**src/rtl/rxr_pkg.sv**
```systemverilog
// Shared constants and types for the receive ring manager.
package rxr_pkg;
    localparam int HDR_LEN = 6;   // header bytes ahead of each frame
    localparam int LEN_W   = 16;  // width of header byte count and status

    typedef enum logic [2:0] {
        SEL_START_LO = 3'd0,
        SEL_START_HI = 3'd1,
        SEL_END_LO   = 3'd2,
        SEL_END_HI   = 3'd3,
        SEL_FREE_LO  = 3'd4,
        SEL_FREE_HI  = 3'd5,
        SEL_RDP_LO   = 3'd6,
        SEL_RDP_HI   = 3'd7
    } reg_sel_e;

    typedef enum logic [1:0] {
        WS_IDLE,
        WS_RECV,
        WS_DROP,
        WS_HDR
    } wr_state_e;
endpackage

```
**src/rtl/rxr_byte_mem.sv**
```systemverilog
// Byte-wide packet memory: one write port and one registered read port.
// Assumes the caller keeps addresses inside the array.
module rxr_byte_mem #(
    parameter int ADDR_W = 9
) (
    input  logic              clk,
    input  logic              rst_n,
    input  logic              we,
    input  logic [ADDR_W-1:0] waddr,
    input  logic [7:0]        wdata,
    input  logic              re,
    input  logic [ADDR_W-1:0] raddr,
    output logic [7:0]        rdata
);
    localparam int DEPTH = 1 << ADDR_W;

    logic [7:0] mem [DEPTH];

    // Store one byte per cycle.
    always_ff @(posedge clk) begin
        if (we) mem[waddr] <= wdata;
    end

    // Register the read byte.
    always_ff @(posedge clk) begin
        if (!rst_n)  rdata <= '0;
        else if (re) rdata <= mem[raddr];
    end
endmodule

```
**src/rtl/rxr_host_regs.sv**
```systemverilog
// Host-visible pointers: ring start/end, release pointer with a staged
// low byte, and the auto-advancing read pointer.
// Assumes 9 <= ADDR_W <= 16 and that all pointers lie within the ring.
module rxr_host_regs
    import rxr_pkg::*;
#(
    parameter int ADDR_W = 9
) (
    input  logic              clk,
    input  logic              rst_n,
    input  logic              reg_we,
    input  logic [2:0]        reg_sel,
    input  logic [7:0]        reg_wdata,
    input  logic              rd_req,
    input  logic              auto_inc,
    output logic [ADDR_W-1:0] ring_start,
    output logic [ADDR_W-1:0] ring_end,
    output logic [ADDR_W-1:0] free_ptr,
    output logic [ADDR_W-1:0] rd_ptr,
    output logic              start_load,
    output logic [ADDR_W-1:0] start_next
);
    localparam int HI_W = ADDR_W - 8;

    logic [7:0] free_lo_q;

    function automatic logic [ADDR_W-1:0] put_lo(input logic [ADDR_W-1:0] p, input logic [7:0] b);
        return {p[ADDR_W-1:8], b};
    endfunction

    function automatic logic [ADDR_W-1:0] put_hi(input logic [ADDR_W-1:0] p, input logic [7:0] b);
        return {b[HI_W-1:0], p[7:0]};
    endfunction

    // Next ring start value, shared with the frame writer.
    always_comb begin
        start_load = reg_we && (reg_sel == SEL_START_LO || reg_sel == SEL_START_HI);
        start_next = (reg_sel == SEL_START_LO) ? put_lo(ring_start, reg_wdata)
                                               : put_hi(ring_start, reg_wdata);
    end

    // Ring bounds and release pointer (commit on high byte).
    always_ff @(posedge clk) begin
        if (!rst_n) begin
            ring_start <= '0;
            ring_end   <= '1;
            free_ptr   <= '1;
            free_lo_q  <= '0;
        end else if (reg_we) begin
            case (reg_sel)
                SEL_START_LO, SEL_START_HI: ring_start <= start_next;
                SEL_END_LO:  ring_end  <= put_lo(ring_end, reg_wdata);
                SEL_END_HI:  ring_end  <= put_hi(ring_end, reg_wdata);
                SEL_FREE_LO: free_lo_q <= reg_wdata;
                SEL_FREE_HI: free_ptr  <= put_hi({{HI_W{1'b0}}, free_lo_q}, reg_wdata);
                default: ;
            endcase
        end
    end

    // Read pointer: host write wins, else wrapping auto-advance.
    always_ff @(posedge clk) begin
        if (!rst_n) begin
            rd_ptr <= '0;
        end else if (reg_we && reg_sel == SEL_RDP_LO) begin
            rd_ptr <= put_lo(rd_ptr, reg_wdata);
        end else if (reg_we && reg_sel == SEL_RDP_HI) begin
            rd_ptr <= put_hi(rd_ptr, reg_wdata);
        end else if (rd_req && auto_inc) begin
            rd_ptr <= (rd_ptr == ring_end) ? ring_start : rd_ptr + 1'b1;
        end
    end
endmodule

```
**src/rtl/rxr_pkt_counter.sv**
```systemverilog
// Stored-frame counter: saturating increment, floor-limited decrement.
module rxr_pkt_counter #(
    parameter int CNT_W = 8
) (
    input  logic             clk,
    input  logic             rst_n,
    input  logic             inc,
    input  logic             dec,
    output logic [CNT_W-1:0] cnt
);
    localparam logic [CNT_W-1:0] CNT_MAX = '1;

    // Net change of one step in either direction, none when both.
    always_ff @(posedge clk) begin
        if (!rst_n)                          cnt <= '0;
        else if (inc && !dec && cnt != CNT_MAX) cnt <= cnt + 1'b1;
        else if (dec && !inc && cnt != '0)      cnt <= cnt - 1'b1;
    end
endmodule

```
**src/rtl/rxr_frame_writer.sv**
```systemverilog
// Frame writer: places stream bytes behind a reserved header area, checks
// each byte against the space up to the release pointer, then writes the
// six header bytes and advances the write pointer.
// Assumes ring start <= ring end and frames shorter than 65536 bytes.
module rxr_frame_writer
    import rxr_pkg::*;
#(
    parameter int ADDR_W = 9
) (
    input  logic              clk,
    input  logic              rst_n,
    input  logic              rx_en,
    input  logic              s_valid,
    output logic              s_ready,
    input  logic [7:0]        s_data,
    input  logic              s_last,
    input  logic              s_accept,
    input  logic [15:0]       s_status,
    input  logic [ADDR_W-1:0] ring_start,
    input  logic [ADDR_W-1:0] ring_end,
    input  logic [ADDR_W-1:0] free_ptr,
    input  logic              start_load,
    input  logic [ADDR_W-1:0] start_next,
    input  logic              ovf_clr,
    output logic              mem_we,
    output logic [ADDR_W-1:0] mem_waddr,
    output logic [7:0]        mem_wdata,
    output logic [ADDR_W-1:0] wr_ptr,
    output logic              frame_done,
    output logic              ovf_flag
);
    localparam int KW = LEN_W + 1;   // relative-offset width
    localparam int OW = ADDR_W + 1;  // ring-offset width

    wr_state_e         st_q;
    logic [OW-1:0]     base_q, fd_q;
    logic [LEN_W-1:0]  len_q;
    logic              bad_q;
    logic [ADDR_W-1:0] next_q;
    logic [15:0]       status_q;
    logic [2:0]        hcnt_q;

    logic [OW-1:0]     ring_n, wr_off, free_off, fd_now;
    logic [OW-1:0]     eff_fd, eff_base;
    logic [LEN_W-1:0]  eff_len, new_len;
    logic              eff_bad, new_bad, fits, pad_bad;
    logic [KW-1:0]     k_cur, k_end;
    logic              beat, take, commit, ovf_set;
    logic [15:0]       next16;

    function automatic logic [ADDR_W-1:0] rel_addr(input logic [OW-1:0] base, input logic [KW-1:0] k,
                                                   input logic [OW-1:0] n, input logic [ADDR_W-1:0] st);
        logic [KW:0] s;
        s = (KW+1)'(base) + (KW+1)'(k);
        if (s >= (KW+1)'(n)) s = s - (KW+1)'(n);
        return st + s[ADDR_W-1:0];
    endfunction

    // Ring size, offsets and free distance from the write pointer.
    always_comb begin
        ring_n   = {1'b0, ring_end} - {1'b0, ring_start} + 1'b1;
        wr_off   = {1'b0, wr_ptr - ring_start};
        free_off = {1'b0, free_ptr - ring_start};
        fd_now   = (free_off >= wr_off) ? free_off - wr_off : free_off + ring_n - wr_off;
    end

    // Per-beat decisions: room check, pad check, commit and overflow.
    always_comb begin
        s_ready  = (st_q != WS_HDR);
        beat     = s_valid && s_ready;
        take     = beat && ((st_q == WS_IDLE && rx_en) || st_q == WS_RECV);
        eff_fd   = (st_q == WS_IDLE) ? fd_now : fd_q;
        eff_base = (st_q == WS_IDLE) ? wr_off : base_q;
        eff_len  = (st_q == WS_IDLE) ? '0 : len_q;
        eff_bad  = (st_q == WS_IDLE) ? 1'b0 : bad_q;
        k_cur    = KW'(eff_len) + KW'(HDR_LEN);
        fits     = k_cur < KW'(eff_fd);
        new_len  = eff_len + 1'b1;
        new_bad  = eff_bad || !fits;
        pad_bad  = new_len[0] && (KW'(new_len) + KW'(HDR_LEN) >= KW'(eff_fd));
        k_end    = KW'(new_len) + KW'(HDR_LEN) + KW'(new_len[0]);
        commit   = take && s_last && s_accept && !new_bad && !pad_bad;
        ovf_set  = take && ((!eff_bad && !fits) || (s_last && s_accept && !new_bad && pad_bad));
        frame_done = (st_q == WS_HDR) && (hcnt_q == 3'd5);
        next16   = 16'(next_q);
    end

    // Memory write port: header bytes in WS_HDR, data bytes otherwise.
    always_comb begin
        if (st_q == WS_HDR) begin
            mem_we    = 1'b1;
            mem_waddr = rel_addr(base_q, KW'(hcnt_q), ring_n, ring_start);
            case (hcnt_q)
                3'd0:    mem_wdata = next16[7:0];
                3'd1:    mem_wdata = next16[15:8];
                3'd2:    mem_wdata = len_q[7:0];
                3'd3:    mem_wdata = len_q[15:8];
                3'd4:    mem_wdata = status_q[7:0];
                default: mem_wdata = status_q[15:8];
            endcase
        end else begin
            mem_we    = take && !eff_bad && fits;
            mem_waddr = rel_addr(eff_base, k_cur, ring_n, ring_start);
            mem_wdata = s_data;
        end
    end

    // Frame state sequencing and frame context capture.
    always_ff @(posedge clk) begin
        if (!rst_n) begin
            st_q     <= WS_IDLE;
            base_q   <= '0;
            fd_q     <= '0;
            len_q    <= '0;
            bad_q    <= 1'b0;
            next_q   <= '0;
            status_q <= '0;
            hcnt_q   <= '0;
        end else begin
            case (st_q)
                WS_IDLE: if (beat) begin
                    if (rx_en) st_q <= s_last ? (commit ? WS_HDR : WS_IDLE) : WS_RECV;
                    else if (!s_last) st_q <= WS_DROP;
                end
                WS_RECV: if (beat && s_last) st_q <= commit ? WS_HDR : WS_IDLE;
                WS_DROP: if (beat && s_last) st_q <= WS_IDLE;
                default: if (hcnt_q == 3'd5) st_q <= WS_IDLE;
            endcase
            if (take) begin
                len_q  <= new_len;
                bad_q  <= new_bad;
                fd_q   <= eff_fd;
                base_q <= eff_base;
            end
            if (commit) begin
                next_q   <= rel_addr(eff_base, k_end, ring_n, ring_start);
                status_q <= s_status;
                hcnt_q   <= '0;
            end else if (st_q == WS_HDR) begin
                hcnt_q   <= hcnt_q + 1'b1;
            end
        end
    end

    // Write pointer: ring start programming wins over frame commit.
    always_ff @(posedge clk) begin
        if (!rst_n)          wr_ptr <= '0;
        else if (start_load) wr_ptr <= start_next;
        else if (frame_done) wr_ptr <= next_q;
    end

    // Sticky overflow flag.
    always_ff @(posedge clk) begin
        if (!rst_n)       ovf_flag <= 1'b0;
        else if (ovf_set) ovf_flag <= 1'b1;
        else if (ovf_clr) ovf_flag <= 1'b0;
    end
endmodule

```
**src/rtl/rxr_ring_mgr.sv**
```systemverilog
// Receive ring manager top: joins host pointers, frame writer, frame
// counter and packet memory. Assumes 9 <= ADDR_W <= 16.
module rxr_ring_mgr #(
    parameter int ADDR_W = 9,
    parameter int CNT_W  = 8
) (
    input  logic              clk,
    input  logic              rst_n,
    input  logic              rx_en,
    input  logic              s_valid,
    output logic              s_ready,
    input  logic [7:0]        s_data,
    input  logic              s_last,
    input  logic              s_accept,
    input  logic [15:0]       s_status,
    input  logic              reg_we,
    input  logic [2:0]        reg_sel,
    input  logic [7:0]        reg_wdata,
    input  logic              auto_inc,
    input  logic              rd_req,
    output logic              rd_valid,
    output logic [7:0]        rd_data,
    output logic [ADDR_W-1:0] rd_ptr,
    output logic [ADDR_W-1:0] wr_ptr,
    input  logic              pkt_dec,
    output logic [CNT_W-1:0]  pkt_cnt,
    input  logic              ovf_clr,
    output logic              ovf_flag
);
    logic [ADDR_W-1:0] ring_start, ring_end, free_ptr, start_next;
    logic              start_load, mem_we, frame_done;
    logic [ADDR_W-1:0] mem_waddr;
    logic [7:0]        mem_wdata;

    rxr_host_regs #(.ADDR_W(ADDR_W)) u_regs (
        .clk(clk), .rst_n(rst_n), .reg_we(reg_we), .reg_sel(reg_sel),
        .reg_wdata(reg_wdata), .rd_req(rd_req), .auto_inc(auto_inc),
        .ring_start(ring_start), .ring_end(ring_end), .free_ptr(free_ptr),
        .rd_ptr(rd_ptr), .start_load(start_load), .start_next(start_next)
    );

    rxr_frame_writer #(.ADDR_W(ADDR_W)) u_writer (
        .clk(clk), .rst_n(rst_n), .rx_en(rx_en), .s_valid(s_valid),
        .s_ready(s_ready), .s_data(s_data), .s_last(s_last),
        .s_accept(s_accept), .s_status(s_status), .ring_start(ring_start),
        .ring_end(ring_end), .free_ptr(free_ptr), .start_load(start_load),
        .start_next(start_next), .ovf_clr(ovf_clr), .mem_we(mem_we),
        .mem_waddr(mem_waddr), .mem_wdata(mem_wdata), .wr_ptr(wr_ptr),
        .frame_done(frame_done), .ovf_flag(ovf_flag)
    );

    rxr_pkt_counter #(.CNT_W(CNT_W)) u_cnt (
        .clk(clk), .rst_n(rst_n), .inc(frame_done), .dec(pkt_dec), .cnt(pkt_cnt)
    );

    rxr_byte_mem #(.ADDR_W(ADDR_W)) u_mem (
        .clk(clk), .rst_n(rst_n), .we(mem_we), .waddr(mem_waddr),
        .wdata(mem_wdata), .re(rd_req), .raddr(rd_ptr), .rdata(rd_data)
    );

    // Read data valid follows a request by one cycle.
    always_ff @(posedge clk) begin
        if (!rst_n) rd_valid <= 1'b0;
        else        rd_valid <= rd_req;
    end
endmodule

```
**config.mk**
```make
export PLATFORM = sky130hd
export DESIGN_NAME = rxr_ring_mgr
export DESIGN_NICKNAME = d
export VERILOG_FILES = /design/src/rtl/rxr_pkg.sv /design/src/rtl/rxr_byte_mem.sv /design/src/rtl/rxr_host_regs.sv /design/src/rtl/rxr_pkt_counter.sv /design/src/rtl/rxr_frame_writer.sv /design/src/rtl/rxr_ring_mgr.sv
export SDC_FILE = /design/constraint.sdc
export NUM_CORES = 2
export LEC_CHECK = 0
export ABC_AREA = 1
export ABC_CLOCK_PERIOD_IN_PS = 32200
export BUFFER_PORTS_ARGS = -buffer_cell sky130_fd_sc_hd__buf_4
export CAP_MARGIN = 10
export CORE_MARGIN = 3
export CORE_UTILIZATION = 60
export CTS_BUF_LIST = sky130_fd_sc_hd__clkbuf_8
export DETAILED_ROUTE_END_ITERATION = 10
export PLACE_DENSITY_LB_ADDON = 0.2
export SLEW_MARGIN = 0
export SYNTH_ARGS = -nofsm -noshare
export SYNTH_HDL_FRONTEND = slang
export SYNTH_SLANG_ARGS = --single-unit
```
**constraint.sdc**
```tcl
create_clock -name clk -period 32.2 [get_ports clk]
set_clock_uncertainty 0.05 [all_clocks]
set_input_delay 3.22 -clock clk [delete_from_list [all_inputs] [get_ports clk]]
set_output_delay 3.22 -clock clk [all_outputs]
set_load 0.01 [all_outputs]
```
==> flow_metrics.tcl <==
set metrics [dict create \
    setup_ws_ns 21.75 \
    routabilityCongestion 0.982 \
    core_mm2 0.288 \
    synthDistinctLibCells 63 \
    hp-class "reg -> reg" \
    cp-endpoint "u_mem.mem[53][3]$_DFFE_PP_" \
    drv_cap 0 \
    cts-root-buf "clkbuf_8" \
    powerDensity_mw_per_mm2 65.5 \
    ys_seq_area_share_pct 72.3 \
    cpMaxStageDelayCell "clkinv_1" \
    grt_usage_pct 34.6 \
    ios 83 \
    fin_crit_sh_pct 32.4 \
    r2r_cells 41 \
    utilization_pct 65.9 \
    rsz0062_at_grt "no" \
    ys.flop_type "edfxtp_1" \
    place_ws_ns 21.87 \
    crit_type "reg -> reg" \
    setup_tns_ns 0 \
    wl_um 524000 \
    slew_headroom_pct 12.0 \
    overflow 0 \
    period_minus_slack_ns 10.45 \
    finalSetupViolCount 0 \
    crit_start "u_regs.ring_start[1]$_SDFFE_PN0P_" \
    synth_top_area_share_pct 70.7 \
    die_w_um 544 \
    grt_max_degree 258 \
    antenna_found_initial 25 \
    start_util_pct 60.3 \
    fin_total_pwr_mw 12.4 \
    synth_nets 13813 \
    synth_seq_cells 4234 \
    drv_slew 0 \
    cp-end-kind "flip-flop" \
    cp.arrival_ns 11.21 \
    num-fill-cells 20515 \
    hold_slack_ns 0.395 \
    worstSkewPairLatency_ns 1.20 \
    route.detailed.wl_per_inst_um 29.3 \
    h-tree-depth 6 \
    remaining_drc_errors 0 \
    drt-vias-per-instance 6.77 \
    timing.final.hold_violations 0 \
    io_buffers 82 \
    die_y_um 544 \
    clk_pin_slew_ns 0.06 \
    clock-sinks 4234 \
    post-cts-setup-buffers 0 \
    r2r-start "u_regs.ring_start[1]$_SDFFE_PN0P_" \
    synth-async-reset-ratio_pct 0 \
    final_cells 17858 \
    postRouteAntennaNets 0 \
    hpwl_um 306000 \
    drive_gt1_share_pct 9.13 \
    crit_fanout 16 \
    synth_area_mm2 0.174 \
    p_leak_nw 62.3 \
    r2r_slack_ns 21.75 \
    synth_edf_count 4096 \
    die_area_mm2 0.296 \
    worstPathRequired_ns 32.96 \
    synth_top_cells_by_area "edfxtp_1 71%, o21ai_0 5.3%, nor2_1 4.8%" \
    dr.pass1.iters 8 \
    cts.path.max_buffers 4 \
    post_dp_cell_area_mm2 0.178 \
    cts_resized 0 \
    grt_pass1_vias 115254 \
    synth_area_per_cell_um2 12.8 \
    synth_warnings 0 \
    worstMarginPinSlew_ns 1.31 \
    start_kind "flip-flop" \
    syn2layout_area_growth_pct 9.24 \
    numCtsBuffers 648 \
    reg2reg_to "u_mem.mem[53][3]$_DFFE_PP_" \
    grt_pass1_wl_um 756000 \
    status "complete, no violations" \
    fin_nets 13755 \
    ir_drop_mv 0.0747 \
    cts_tree "done" \
    synth_top_area_cell "edfxtp_1" \
    via_count 120873 \
    postSynthCellCount 13589 \
    slowest_delay_ns 0.71 \
    fin_area_mm2 0.190 \
    drtIter0Drc 19645 \
    placementRows 197 \
    fmax_mhz 95.7 \
    cpMostUsedCell "a21oi_1" \
    dp_cells 16661 \
    cts_hold_buf 0 \
]
==> worst max-delay path: cells and delay by family (launching register included) <==
family,cells,cell delay [ns]
compound gates,14,2.08
xor+xnor,3,0.76
fa+ha+maj,5,1.87
buf+inv,6,2.30
flops,1,0.53
simple gates,13,2.44
==> cells in the final DEF (no fill, tap or decap), drive strengths merged, types with 138 or more instances in the layout <==
cell type and instances:
a21oi 952, buf 279, clkbuf 653, clkinv 270, dfxtp 138, edfxtp 4096
ha 157, inv 525, nand2 865, nand3 400, nor2 2253, o21ai 1841
o221ai 750, o22ai 319
==> synthesized netlist by cell type (5+ instances only) <==
cell / count
a211oi_1: 14
a21boi_0: 31
a21oi_1: 952
a221o_1: 6
a221oi_1: 20
a311o_1: 6
a31o_2: 7
a31oi_1: 20
buf_1: 57
buf_2: 50
buf_6: 11
clkbuf_1: 870
clkinv_1: 12
dfxtp_1: 138
edfxtp_1: 4096
fa_1: 21
ha_1: 157
inv_1: 300
inv_2: 7
nand2_1: 835
nand2_2: 10
nand2_4: 19
nand3_1: 381
nand3_4: 16
nand4_1: 31
nor2_1: 2214
nor2_2: 29
nor2_8: 6
nor3_1: 25
nor4_1: 7
o2111ai_1: 5
o211ai_1: 122
o21ai_0: 1829
o21ai_1: 10
o21bai_1: 18
o221ai_1: 750
o22ai_1: 319
o311ai_0: 6
o31ai_1: 13
o32ai_1: 10
o41ai_1: 7
xnor2_1: 26
xor2_1: 85
==> power breakdown <==
group          internal, mW  switching, mW  total [mW]
clock network          2.16           2.15        4.31
registers              6.10         0.0353        6.14
logic                 0.471           1.52        1.99
total                  8.74           3.70        12.4
==> routing by layer <==
layer | GRT usage [%] | up-vias | routed length [um]
li1 | - | 51256 | -
met2 | 51.7 | 9514 | 233000
met3 | 9.83 | 1459 | 72900
met5 | 0 | - | 118
met4 | 15.5 | 18 | 25300
met1 | 47.6 | 58626 | 192000
==> final cells by class <==
cell class	instances	area, um^2	area share (%)
clock buffer	652	8970	4.72
antenna	25	62.6	0.0329
inverter	319	1230	0.647
tap	3781	4730	2.49
sequential	4234	126000	66.2
clock inverter	519	3390	1.78
timing repair buffer	280	2410	1.27
multi-input combinational	8048	43400	22.8
==> logic make-up after synthesis <==
logic type	after synthesis	synth area share (%)
DFF	4234	72.3
and+or+nand+nor	3596	8.50
adders and majority gates	178	1.37
xor gates and xnor gates	115	0.597
muxes	1	0.00576
buffers and inverters	1307	2.90
AOI/OAI and AO/OA	4158	14.3
==> state kept, by name, indices dropped and copies added, names as in the netlist <==
register	flops
rd_valid	1
u_cnt.cnt	8
u_mem.mem	4096
u_mem.rdata	8
u_regs.free_lo_q	8
u_regs.free_ptr	9
u_regs.rd_ptr	9
u_regs.ring_end	9
u_regs.ring_start	9
u_writer.bad_q	1
u_writer.base_q	10
u_writer.fd_q	10
u_writer.hcnt_q	3
u_writer.len_q	16
u_writer.next_q	9
u_writer.ovf_flag	1
u_writer.st_q	2
u_writer.status_q	16
u_writer.wr_ptr	9
==> how the worst min path moves through the flow <==
stage / from / endpoint / slack [ns] / cells past startpoint
2_1_floorplan: u_regs.free_lo_q[1]$_SDFFE_PN0P_ / u_regs.free_ptr[1]$_SDFFE_PN1P_ / 0.37 / 2
3_3_place_gp: u_regs.free_lo_q[3]$_SDFFE_PN0P_ / u_regs.free_ptr[3]$_SDFFE_PN1P_ / 0.39 / 2
3_5_place_dp: u_regs.free_lo_q[6]$_SDFFE_PN0P_ / u_regs.free_ptr[6]$_SDFFE_PN1P_ / 0.39 / 2
4_1_cts: u_regs.free_lo_q[6]$_SDFFE_PN0P_ / u_regs.free_ptr[6]$_SDFFE_PN1P_ / 0.39 / 2
5_1_grt: u_regs.free_lo_q[6]$_SDFFE_PN0P_ / u_regs.free_ptr[6]$_SDFFE_PN1P_ / 0.42 / 2
6_report: u_regs.free_lo_q[6]$_SDFFE_PN0P_ / u_regs.free_ptr[6]$_SDFFE_PN1P_ / 0.39 / 2
Power figures use the tool's default switching activity.
